### src/rtl/mdu_pkg.sv
package mdu_pkg;
  typedef enum logic [1:0] {
    MD_MUL_S = 2'd0,
    MD_MUL_U = 2'd1,
    MD_DIV_S = 2'd2,
    MD_DIV_U = 2'd3
  } md_op_e;
endpackage

### src/rtl/mdu_seq.sv
module mdu_seq #(
  parameter int W = 32
) (
  input  logic clk,
  input  logic rst_n,
  input  logic start,
  output logic busy,
  output logic step,
  output logic last
);
  localparam int CW = (W > 1) ? $clog2(W) : 1;
  logic [CW-1:0] cnt;

  assign step = busy;
  assign last = busy && (cnt == CW'(W - 1));

  always_ff @(posedge clk or negedge rst_n) begin
    if (!rst_n) begin
      busy <= 1'b0;
      cnt  <= '0;
    end else if (start) begin
      busy <= 1'b1;
      cnt  <= '0;
    end else if (busy) begin
      cnt <= cnt + 1'b1;
      if (last) busy <= 1'b0;
    end
  end
endmodule

### src/rtl/mdu_mul_core.sv
module mdu_mul_core #(
  parameter int W = 32
) (
  input  logic           clk,
  input  logic           load,
  input  logic           step,
  input  logic [W-1:0]   a_mag,
  input  logic [W-1:0]   b_mag,
  output logic [2*W-1:0] prod_nxt
);
  logic [W-1:0]   mcand;
  logic [2*W-1:0] acc;
  logic [W:0]     upper_sum;

  always_comb begin
    upper_sum = {1'b0, acc[2*W-1:W]} + (acc[0] ? {1'b0, mcand} : '0);
    prod_nxt  = {upper_sum, acc[W-1:1]};
  end

  always_ff @(posedge clk) begin
    if (load) begin
      mcand <= a_mag;
      acc   <= {{W{1'b0}}, b_mag};
    end else if (step) begin
      acc <= prod_nxt;
    end
  end
endmodule

### src/rtl/mdu_div_core.sv
module mdu_div_core #(
  parameter int W = 32
) (
  input  logic         clk,
  input  logic         load,
  input  logic         step,
  input  logic [W-1:0] n_mag,
  input  logic [W-1:0] d_mag,
  output logic [W-1:0] quo_nxt,
  output logic [W-1:0] rem_nxt
);
  logic [W-1:0] dvsr;
  logic [W-1:0] quo;
  logic [W-1:0] rem;
  logic [W:0]   shifted;
  logic [W:0]   diff;
  logic         fits;

  always_comb begin
    shifted = {rem, quo[W-1]};
    diff    = shifted - {1'b0, dvsr};
    fits    = (shifted >= {1'b0, dvsr});
    quo_nxt = {quo[W-2:0], fits};
    rem_nxt = fits ? diff[W-1:0] : shifted[W-1:0];
  end

  always_ff @(posedge clk) begin
    if (load) begin
      dvsr <= d_mag;
      quo  <= n_mag;
      rem  <= '0;
    end else if (step) begin
      quo <= quo_nxt;
      rem <= rem_nxt;
    end
  end
endmodule

### src/rtl/muldiv_hilo.sv
module muldiv_hilo #(
  parameter int W = 32
) (
  input  logic         clk,
  input  logic         rst_n,
  input  logic         req_valid,
  output logic         req_ready,
  input  logic [1:0]   req_op,
  input  logic [W-1:0] req_a,
  input  logic [W-1:0] req_b,
  output logic         busy,
  input  logic         wr_hi,
  input  logic         wr_lo,
  input  logic [W-1:0] wr_data,
  output logic [W-1:0] hi_out,
  output logic [W-1:0] lo_out
);
  import mdu_pkg::*;

  md_op_e         op_in;
  logic           start, step, last;
  logic           signed_op, a_neg, b_neg;
  logic [W-1:0]   a_mag, b_mag;
  logic           r_is_div, r_neg_q, r_neg_r, r_dz;
  logic [2*W-1:0] prod_nxt, prod_fix;
  logic [W-1:0]   quo_nxt, rem_nxt, quo_fix, rem_fix;
  logic [W-1:0]   hi_q, lo_q;

  assign op_in     = md_op_e'(req_op);
  assign req_ready = !busy;
  assign start     = req_valid && !busy;

  assign signed_op = (op_in == MD_MUL_S) || (op_in == MD_DIV_S);
  assign a_neg     = signed_op && req_a[W-1];
  assign b_neg     = signed_op && req_b[W-1];
  assign a_mag     = a_neg ? (~req_a + 1'b1) : req_a;
  assign b_mag     = b_neg ? (~req_b + 1'b1) : req_b;

  mdu_seq #(.W(W)) seq_i (
    .clk   (clk),
    .rst_n (rst_n),
    .start (start),
    .busy  (busy),
    .step  (step),
    .last  (last)
  );

  mdu_mul_core #(.W(W)) mul_i (
    .clk      (clk),
    .load     (start),
    .step     (step),
    .a_mag    (a_mag),
    .b_mag    (b_mag),
    .prod_nxt (prod_nxt)
  );

  mdu_div_core #(.W(W)) div_i (
    .clk     (clk),
    .load    (start),
    .step    (step),
    .n_mag   (a_mag),
    .d_mag   (b_mag),
    .quo_nxt (quo_nxt),
    .rem_nxt (rem_nxt)
  );

  always_ff @(posedge clk or negedge rst_n) begin
    if (!rst_n) begin
      r_is_div <= 1'b0;
      r_neg_q  <= 1'b0;
      r_neg_r  <= 1'b0;
      r_dz     <= 1'b0;
    end else if (start) begin
      r_is_div <= (op_in == MD_DIV_S) || (op_in == MD_DIV_U);
      r_neg_q  <= a_neg ^ b_neg;
      r_neg_r  <= a_neg;
      r_dz     <= (req_b == '0);
    end
  end

  always_comb begin
    prod_fix = r_neg_q ? (~prod_nxt + 1'b1) : prod_nxt;
    quo_fix  = r_neg_q ? (~quo_nxt + 1'b1) : quo_nxt;
    rem_fix  = r_neg_r ? (~rem_nxt + 1'b1) : rem_nxt;
  end

  always_ff @(posedge clk or negedge rst_n) begin
    if (!rst_n) begin
      hi_q <= '0;
      lo_q <= '0;
    end else if (last) begin
      if (!r_is_div) begin
        hi_q <= prod_fix[2*W-1:W];
        lo_q <= prod_fix[W-1:0];
      end else if (!r_dz) begin
        hi_q <= rem_fix;
        lo_q <= quo_fix;
      end
    end else if (!busy) begin
      if (wr_hi) hi_q <= wr_data;
      if (wr_lo) lo_q <= wr_data;
    end
  end

  assign hi_out = hi_q;
  assign lo_out = lo_q;
endmodule

### config.mk
export PLATFORM = sky130hd
export DESIGN_NAME = muldiv_hilo
export DESIGN_NICKNAME = d
export VERILOG_FILES = /design/src/rtl/mdu_pkg.sv /design/src/rtl/mdu_seq.sv /design/src/rtl/mdu_mul_core.sv /design/src/rtl/mdu_div_core.sv /design/src/rtl/muldiv_hilo.sv
export SDC_FILE = /design/constraint.sdc
export NUM_CORES = 1
export LEC_CHECK = 0
export BUFFER_PORTS_ARGS = -buffer_cell sky130_fd_sc_hd__buf_2
export CORE_MARGIN = 1
export CORE_UTILIZATION = 60
export CTS_BUF_LIST = sky130_fd_sc_hd__clkbuf_2
export CTS_CLUSTER_SIZE = 12
export DETAILED_ROUTE_END_ITERATION = 12
export PLACE_DENSITY = 0.89
export SYNTH_ARGS = -nofsm -noshare
export SYNTH_HDL_FRONTEND = slang
export SYNTH_SLANG_ARGS = --single-unit
### constraint.sdc
create_clock -name clk -period 7.2 [get_ports clk]
set_input_delay 1.44 -clock clk [delete_from_list [all_inputs] [get_ports clk]]
set_output_delay 1.44 -clock clk [all_outputs]
set_load 0.02 [all_outputs]
== Word level (Yosys, flattened, before mapping) ==
Cells that the tools add are included.

* Muxes and demuxes: 26
* Equality and inequality tests: 5
* Add/sub/neg operators: 8
* Magnitude comparators: 1
* Multipliers: 0
* Div/mod/pow operators: 0
* Shift-type cells: 0
* Bitwise operators: 6
* Reductions and logical operators: 14

{| class="wikitable"
|+ Operators by type and width
! kind !! number
|-
| $mux 32 || 20
|-
| $add 32x1->32 const B || 4
|-
| $not 32->32 || 4
|-
| $add 64x1->64 const B || 1
|-
| $mux 64 || 1
|-
| $not 64->64 || 1
|-
| $add 32x32->33 || 1
|-
| $ge 33x32->1 || 1
|-
| $logic_not 32->1 || 1
|-
| $sub 32x32->32 || 1
|-
| $mux 5 || 2
|-
| $reduce_and 3->1 || 2
|-
| $reduce_bool 2->1 || 3
|-
| $add 5x1->5 const B || 1
|-
| $eq 5x5->1 const B || 1
|-
| $eq 2x2->1 const B || 2
|-
| $logic_and 1x1->1 || 4
|-
| $mux 1 || 3
|-
| $ne 3x3->1 const B || 1
|-
| $logic_not 2->1 || 1
|-
| $logic_or 1x1->1 || 2
|-
| $ne 2x2->1 const B || 1
|-
| $logic_not 1->1 || 1
|-
| $xor 1x1->1 || 1
|}

* ROM bits: 0
* Logic and storage cells: 74
* Bits in latches: 0
* Register bits: 266
* Memories: 0
* RAM bits: 0
* Bits of input ports: 103

== Logic depth before layout (Yosys ltp) ==
* Word-level depth: 8
* Mapped depth: 24

== Cells and area by module ==
Synthesis repeated with hierarchy kept, for this count alone.

* Cell total of the unflattened synthesis: 2200
* Area, all modules: 19517.5 sq um

{| class="wikitable"
|+ By module, submodules not included
! module !! times used !! cells an instance !! area each (sq um) !! sequential area each (sq um)
|-
| muldiv_hilo || 1 || 1043 || 7629.8 || 1701.6
|-
| mdu_div_core || 1 || 620 || 6070.8 || 2562.5
|-
| mdu_mul_core || 1 || 510 || 5487.8 || 2562.5
|-
| mdu_seq || 1 || 27 || 329.1 || 150.1
|}

== Least setup slack after synthesis ==
No wires, ideal clock.

* Path type: flip-flop to flip-flop
* Start point: register div_i.rem[5]
* End point: register hi_q[28] (netlist: hi_out[28])
* Cell stages (with the launch flop): 24
* Setup slack: 1970 ps
* Data arrival time: 5099 ps
* Data required time: 7068 ps
* Library setup time: 132 ps
* Path buffers: 4
* Cell sequence: dfxtp_1 ha_1 clkbuf_1 a21oi_1 o21ai_1 a221oi_1 a211o_1 nand2_1 clkbuf_1 buf_1 clkbuf_1 nand2_1 o21ai_0 ha_1 nand2_1 o21bai_1 a211oi_1 o211ai_1 nor3_1 nor2_1 or3_1 o31ai_1 xor2_1 o21ai_1

* Word-level cells in the longest chain between the ends: 8
* Elaborated cells between the ends (all ways): 9

{| class="wikitable"
|+ Ends and longest elaborated chain
! what !! line !! RTL
|-
| start, declared || mdu_div_core.sv:14 || <nowiki>logic [W-1:0] rem;</nowiki>
|-
| start signal, assigned || mdu_div_core.sv:34 || <nowiki>rem <= rem_nxt;</nowiki>
|-
| $sub 32x32->32 / $ge 33x32->1 (equally long branches) || mdu_div_core.sv:21, mdu_div_core.sv:22 ||
|-
| $mux 32 * || mdu_div_core.sv:24 || <nowiki>rem_nxt = fits ? diff[W-1:0] : shifted[W-1:0];</nowiki>
|-
| $not 32->32 || muldiv_hilo.sv:84 || <nowiki>rem_fix = r_neg_r ? (~rem_nxt + 1'b1) : rem_nxt;</nowiki>
|-
| $add 32x1->32 || muldiv_hilo.sv:84 ||
|-
| $mux 32 * || muldiv_hilo.sv:84 ||
|-
| $mux 32 * || muldiv_hilo.sv:95 || <nowiki>end else if (!r_dz) begin</nowiki>
|-
| $mux 32 * || muldiv_hilo.sv:92 || <nowiki>if (!r_is_div) begin</nowiki>
|-
| $mux 32 * || muldiv_hilo.sv:91 || <nowiki>end else if (last) begin</nowiki>
|-
| end signal, assigned || muldiv_hilo.sv:93 || <nowiki>hi_q <= prod_fix[2*W-1:W];</nowiki>
|-
| end signal, assigned || muldiv_hilo.sv:96 || <nowiki>hi_q <= rem_fix;</nowiki>
|-
| end signal, assigned || muldiv_hilo.sv:100 || <nowiki>if (wr_hi) hi_q <= wr_data;</nowiki>
|-
| end, declared || muldiv_hilo.sv:27 || <nowiki>logic [W-1:0] hi_q, lo_q;</nowiki>
|}

Mark *: on every way between the ends. The rest lies on a longest branch, timed or not. The select of a mux whose other input is x is not followed.
A chain may end at the register's enable or synchronous reset.

== Worst setup path in the final report ==
* Start point: register div_i.dvsr[26]
* End point: register hi_q[20] (netlist: hi_out[20])

* Word-level cells in the longest chain between the ends: 8

{| class="wikitable"
|+ Ends and longest elaborated chain
! what !! line !! RTL
|-
| start, declared || mdu_div_core.sv:12 || <nowiki>logic [W-1:0] dvsr;</nowiki>
|-
| start signal, assigned || mdu_div_core.sv:29 || <nowiki>dvsr <= d_mag;</nowiki>
|-
| $ge 33x32->1 * || mdu_div_core.sv:22 || <nowiki>fits = (shifted >= {1'b0, dvsr});</nowiki>
|-
| $mux 32 * || mdu_div_core.sv:24 ||
|-
| $not 32->32 || muldiv_hilo.sv:84 ||
|-
| $add 32x1->32 || muldiv_hilo.sv:84 ||
|-
| $mux 32 * || muldiv_hilo.sv:84 ||
|-
| $mux 32 * || muldiv_hilo.sv:95 ||
|-
| $mux 32 * || muldiv_hilo.sv:92 ||
|-
| $mux 32 * || muldiv_hilo.sv:91 ||
|}

Marked as above.

==> results.sh <==
export IMPL_min_path_type="register to register"
export IMPL_cts_root_buffer="clkbuf_2"
export IMPL_drv_slew=0
export IMPL_end_kind="register"
export IMPL_fill_cells=2648
export IMPL_setup_violations=0
export IMPL_synth_edf_count=128
export IMPL_track_usage=0.402
export IMPL_grt_pass1_wl_mm=103
export IMPL_synth_compound_area_share=0.230
export IMPL_setup_slack_ns=1.45
export IMPL_path_clk_slew_ns=0.12
export IMPL_cts_hold_buf=0
export IMPL_synth_simple_area_share=0.210
export IMPL_synth_xor_area_frac=0.0939
export IMPL_synth_top_area_frac=0.196
export IMPL_vias=19700
export IMPL_max_slew_margin=0.235
export IMPL_die_y_um=183
export IMPL_core_mm2=0.0318
export IMPL_area_growth_pct=8.51
export IMPL_grt_overflow_total=0
export IMPL_layout_common_cells="375 x nand2_1, 179 x nor2_1, 167 x buf_2"
export IMPL_crit_fanout=12
export IMPL_yosys_mux_area_fraction=0.0226
export IMPL_syn_area_mm2=0.0196
export IMPL_synthAdderAreaFrac=0.0474
export IMPL_min_period_ns=5.75
export IMPL_routed_wl_mm=67.4
export IMPL_outcome="completed"
export IMPL_gp_congestion=1.01
export IMPL_syn_nets=2536
export IMPL_final_nets=2661
export IMPL_drc=0
export IMPL_yosys_register_bits=266
export IMPL_postSynthCellCount=2360
export IMPL_vdd_drop_max_uv=286
export IMPL_rsz0062_at_grt="no"
export IMPL_required_ns=7.94
export IMPL_antenna_found_initial=3
export IMPL_postSynth_asyncResetShare=0.278
export IMPL_start_kind="register"
export IMPL_die_width_um=183
export IMPL_io_pins=169
export IMPL_worstMarginPinSlew_ns=1.15
export IMPL_ant_nets=0
export IMPL_synth_area_leaders="edfxtp_1 20%, dfrtp_1 9.5%, nand2_1 7.2%"
export IMPL_p_per_area_mw_per_mm2=521
export IMPL_crit_arrival_ns=6.49
export IMPL_crit_type="register to register"
export IMPL_clock_sinks=266
export IMPL_cts_buffers=73
export IMPL_hold_violations=0
export IMPL_clock_path_buffers=3
export IMPL_dieArea_mm2=0.0334
export IMPL_syn_avg_cell_area_um2=8.30
export IMPL_ys_warn_count=0
export IMPL_num_rows=65
export IMPL_synth_top_family_by_area="compound AO/OA/AOI/OAI gates"
export IMPL_initial_core_util=0.616
export IMPL_synth_seq_area_share=0.356
export IMPL_io_buffers=168
export IMPL_dp_hpwl_mm=50.9
export IMPL_pre_cts_ws_ns=1.64
export IMPL_post_cts_resized=0
export IMPL_post_cts_buffers=0
export IMPL_synth_cell_types=87
export IMPL_synth_main_ff_cell="edfxtp_1"
export IMPL_vias_per_cell=6.62
export IMPL_grt_pass1_vias=18300
export IMPL_fin_crit_sh=0.799
export IMPL_drive_above_1_share=0.140
export IMPL_p_leak_nw=8.69
export IMPL_avgRoutedWirePerCell_um=22.6
export IMPL_insertion_delay_ns=0.92
export IMPL_drv_cap=0
export IMPL_fmax_mhz=174
export IMPL_finClkSkew_ns=0.0728
export IMPL_tns_ns=0
export IMPL_cts_tree="built"
export IMPL_layout_commonest_cell="nand2_1"
export IMPL_grt_max_degree=91
export IMPL_h_tree_depth=3
export IMPL_firstDrtPassIters=6
export IMPL_yosys_area_top_type="edfxtp_1"
export IMPL_drtIter0Drc=2683
-- worst paths after layout --
check | startpoint | end | slack [ns] | cells after the start
worst min-delay path | mul_i.acc[37]$_SDFFE_PP0P_ | mul_i.acc[37]$_SDFFE_PP0P_ | 0.47 | 2
max in group asynchronous | rst_n | r_neg_q$_DFFE_PN0P_ | 5.72 | 1
min in group asynchronous | rst_n | hi_out[13]$_DFFE_PN0P_ | 0.72 | 1
worst max-delay path | div_i.dvsr[26]$_DFFE_PP_ | hi_out[20]$_DFFE_PN0P_ | 1.45 | 19
worst max register to register | div_i.dvsr[26]$_DFFE_PP_ | hi_out[20]$_DFFE_PN0P_ | 1.45 | 19
worst min register to register | mul_i.acc[37]$_SDFFE_PP0P_ | mul_i.acc[37]$_SDFFE_PP0P_ | 0.47 | 2
-- area by class of cell --
cell class	count	area, µm²	area share
Sequential cell	266	6980	0.329
Clock buffer	106	531	0.0250
Inverter	70	265	0.0125
Clock inverter	26	101	0.00477
Timing Repair Buffer	185	971	0.0457
Antenna cell	2	5.00	0.000236
Multi-Input combinational cell	1889	11800	0.558
Tap cell	435	544	0.0256
-- per-layer routing --
metal,routed length [µm],track usage,vias to the layer above
li1,-,-,8925
met1,25900,0.526,9222
met2,29300,0.613,1322
met3,8740,0.115,252
met4,3470,0.192,0
met5,0,0,-
-- logic make-up after synthesis --
kind of cell,after synthesis
XOR/XNOR,210
AO/OA/AOI/OAI,687
flip-flops,266
adder cells (fa/ha/maj),73
multiplexers,40
AND/OR/NAND/NOR,879
buffers and inverters,205
-- through the flow --
stage	total power (W)	hold slack [ns]	instance area, µm²	utilization	std cells
floorplan	0.00780	0.432	19600	-	2360
global placement	0.00959	0.445	20600	0.648	2845
detailed placement	0.00976	0.454	20600	0.648	2845
CTS	0.0108	0.473	21200	0.668	2977
global route	0.0117	0.494	21200	0.668	2978
finish	0.0111	0.474	21200	0.668	2979
-- worst max-delay path: stages, from the launching register on --
cell       delay (ns)
edfxtp_1         0.41
inv_1            0.08
ha_1             0.32
a21oi_1          0.19
o21ai_1          0.12
a2111oi_0        0.73
o211a_1          0.38
nand2_1          0.37
o21ai_0          0.44
ha_1             0.26
nand2_1          0.08
o21bai_1         0.17
a211oi_1         0.46
o211ai_1         0.23
nor3_1           0.30
nor2_1           0.18
o41ai_1          0.45
xnor2_1          0.15
a21oi_1          0.18
o22ai_1          0.10
-- sequential cells by signal, summed over array words and instances (netlist names), 5 cells and up --
register     flops
mul_i.acc       64
div_i.rem       32
div_i.dvsr      32
seq_i.cnt        5
hi_out          32
lo_out          32
mul_i.mcand     32
div_i.quo       32
-- cells in the mapped netlist, types with 21 or more instances --
cell type / count
dfxtp_1: 64
and2_1: 51
clkbuf_1: 120
o211ai_1: 37
inv_1: 68
nor4_1: 30
xnor2_1: 112
a211oi_1: 42
mux2_2: 23
a21oi_1: 148
o21ai_0: 159
o41ai_1: 24
ha_1: 71
a21o_1: 21
a31oi_1: 36
nand3_1: 28
o31ai_1: 41
nor2_1: 180
nand2_1: 376
dfrtp_1: 74
xor2_1: 98
or3_1: 25
a22o_1: 50
edfxtp_1: 128
nand4_1: 29
nor3_1: 53
-- where the power goes --
part           internal, W  switching (W)  leakage (nW)  total [W]
clock network     0.000395       0.000684         0.493    0.00108
logic              0.00257        0.00443          5.56    0.00700
registers          0.00232       0.000679          2.64    0.00300
total              0.00528        0.00579          8.69     0.0111
(Power assumes the default switching activity.)
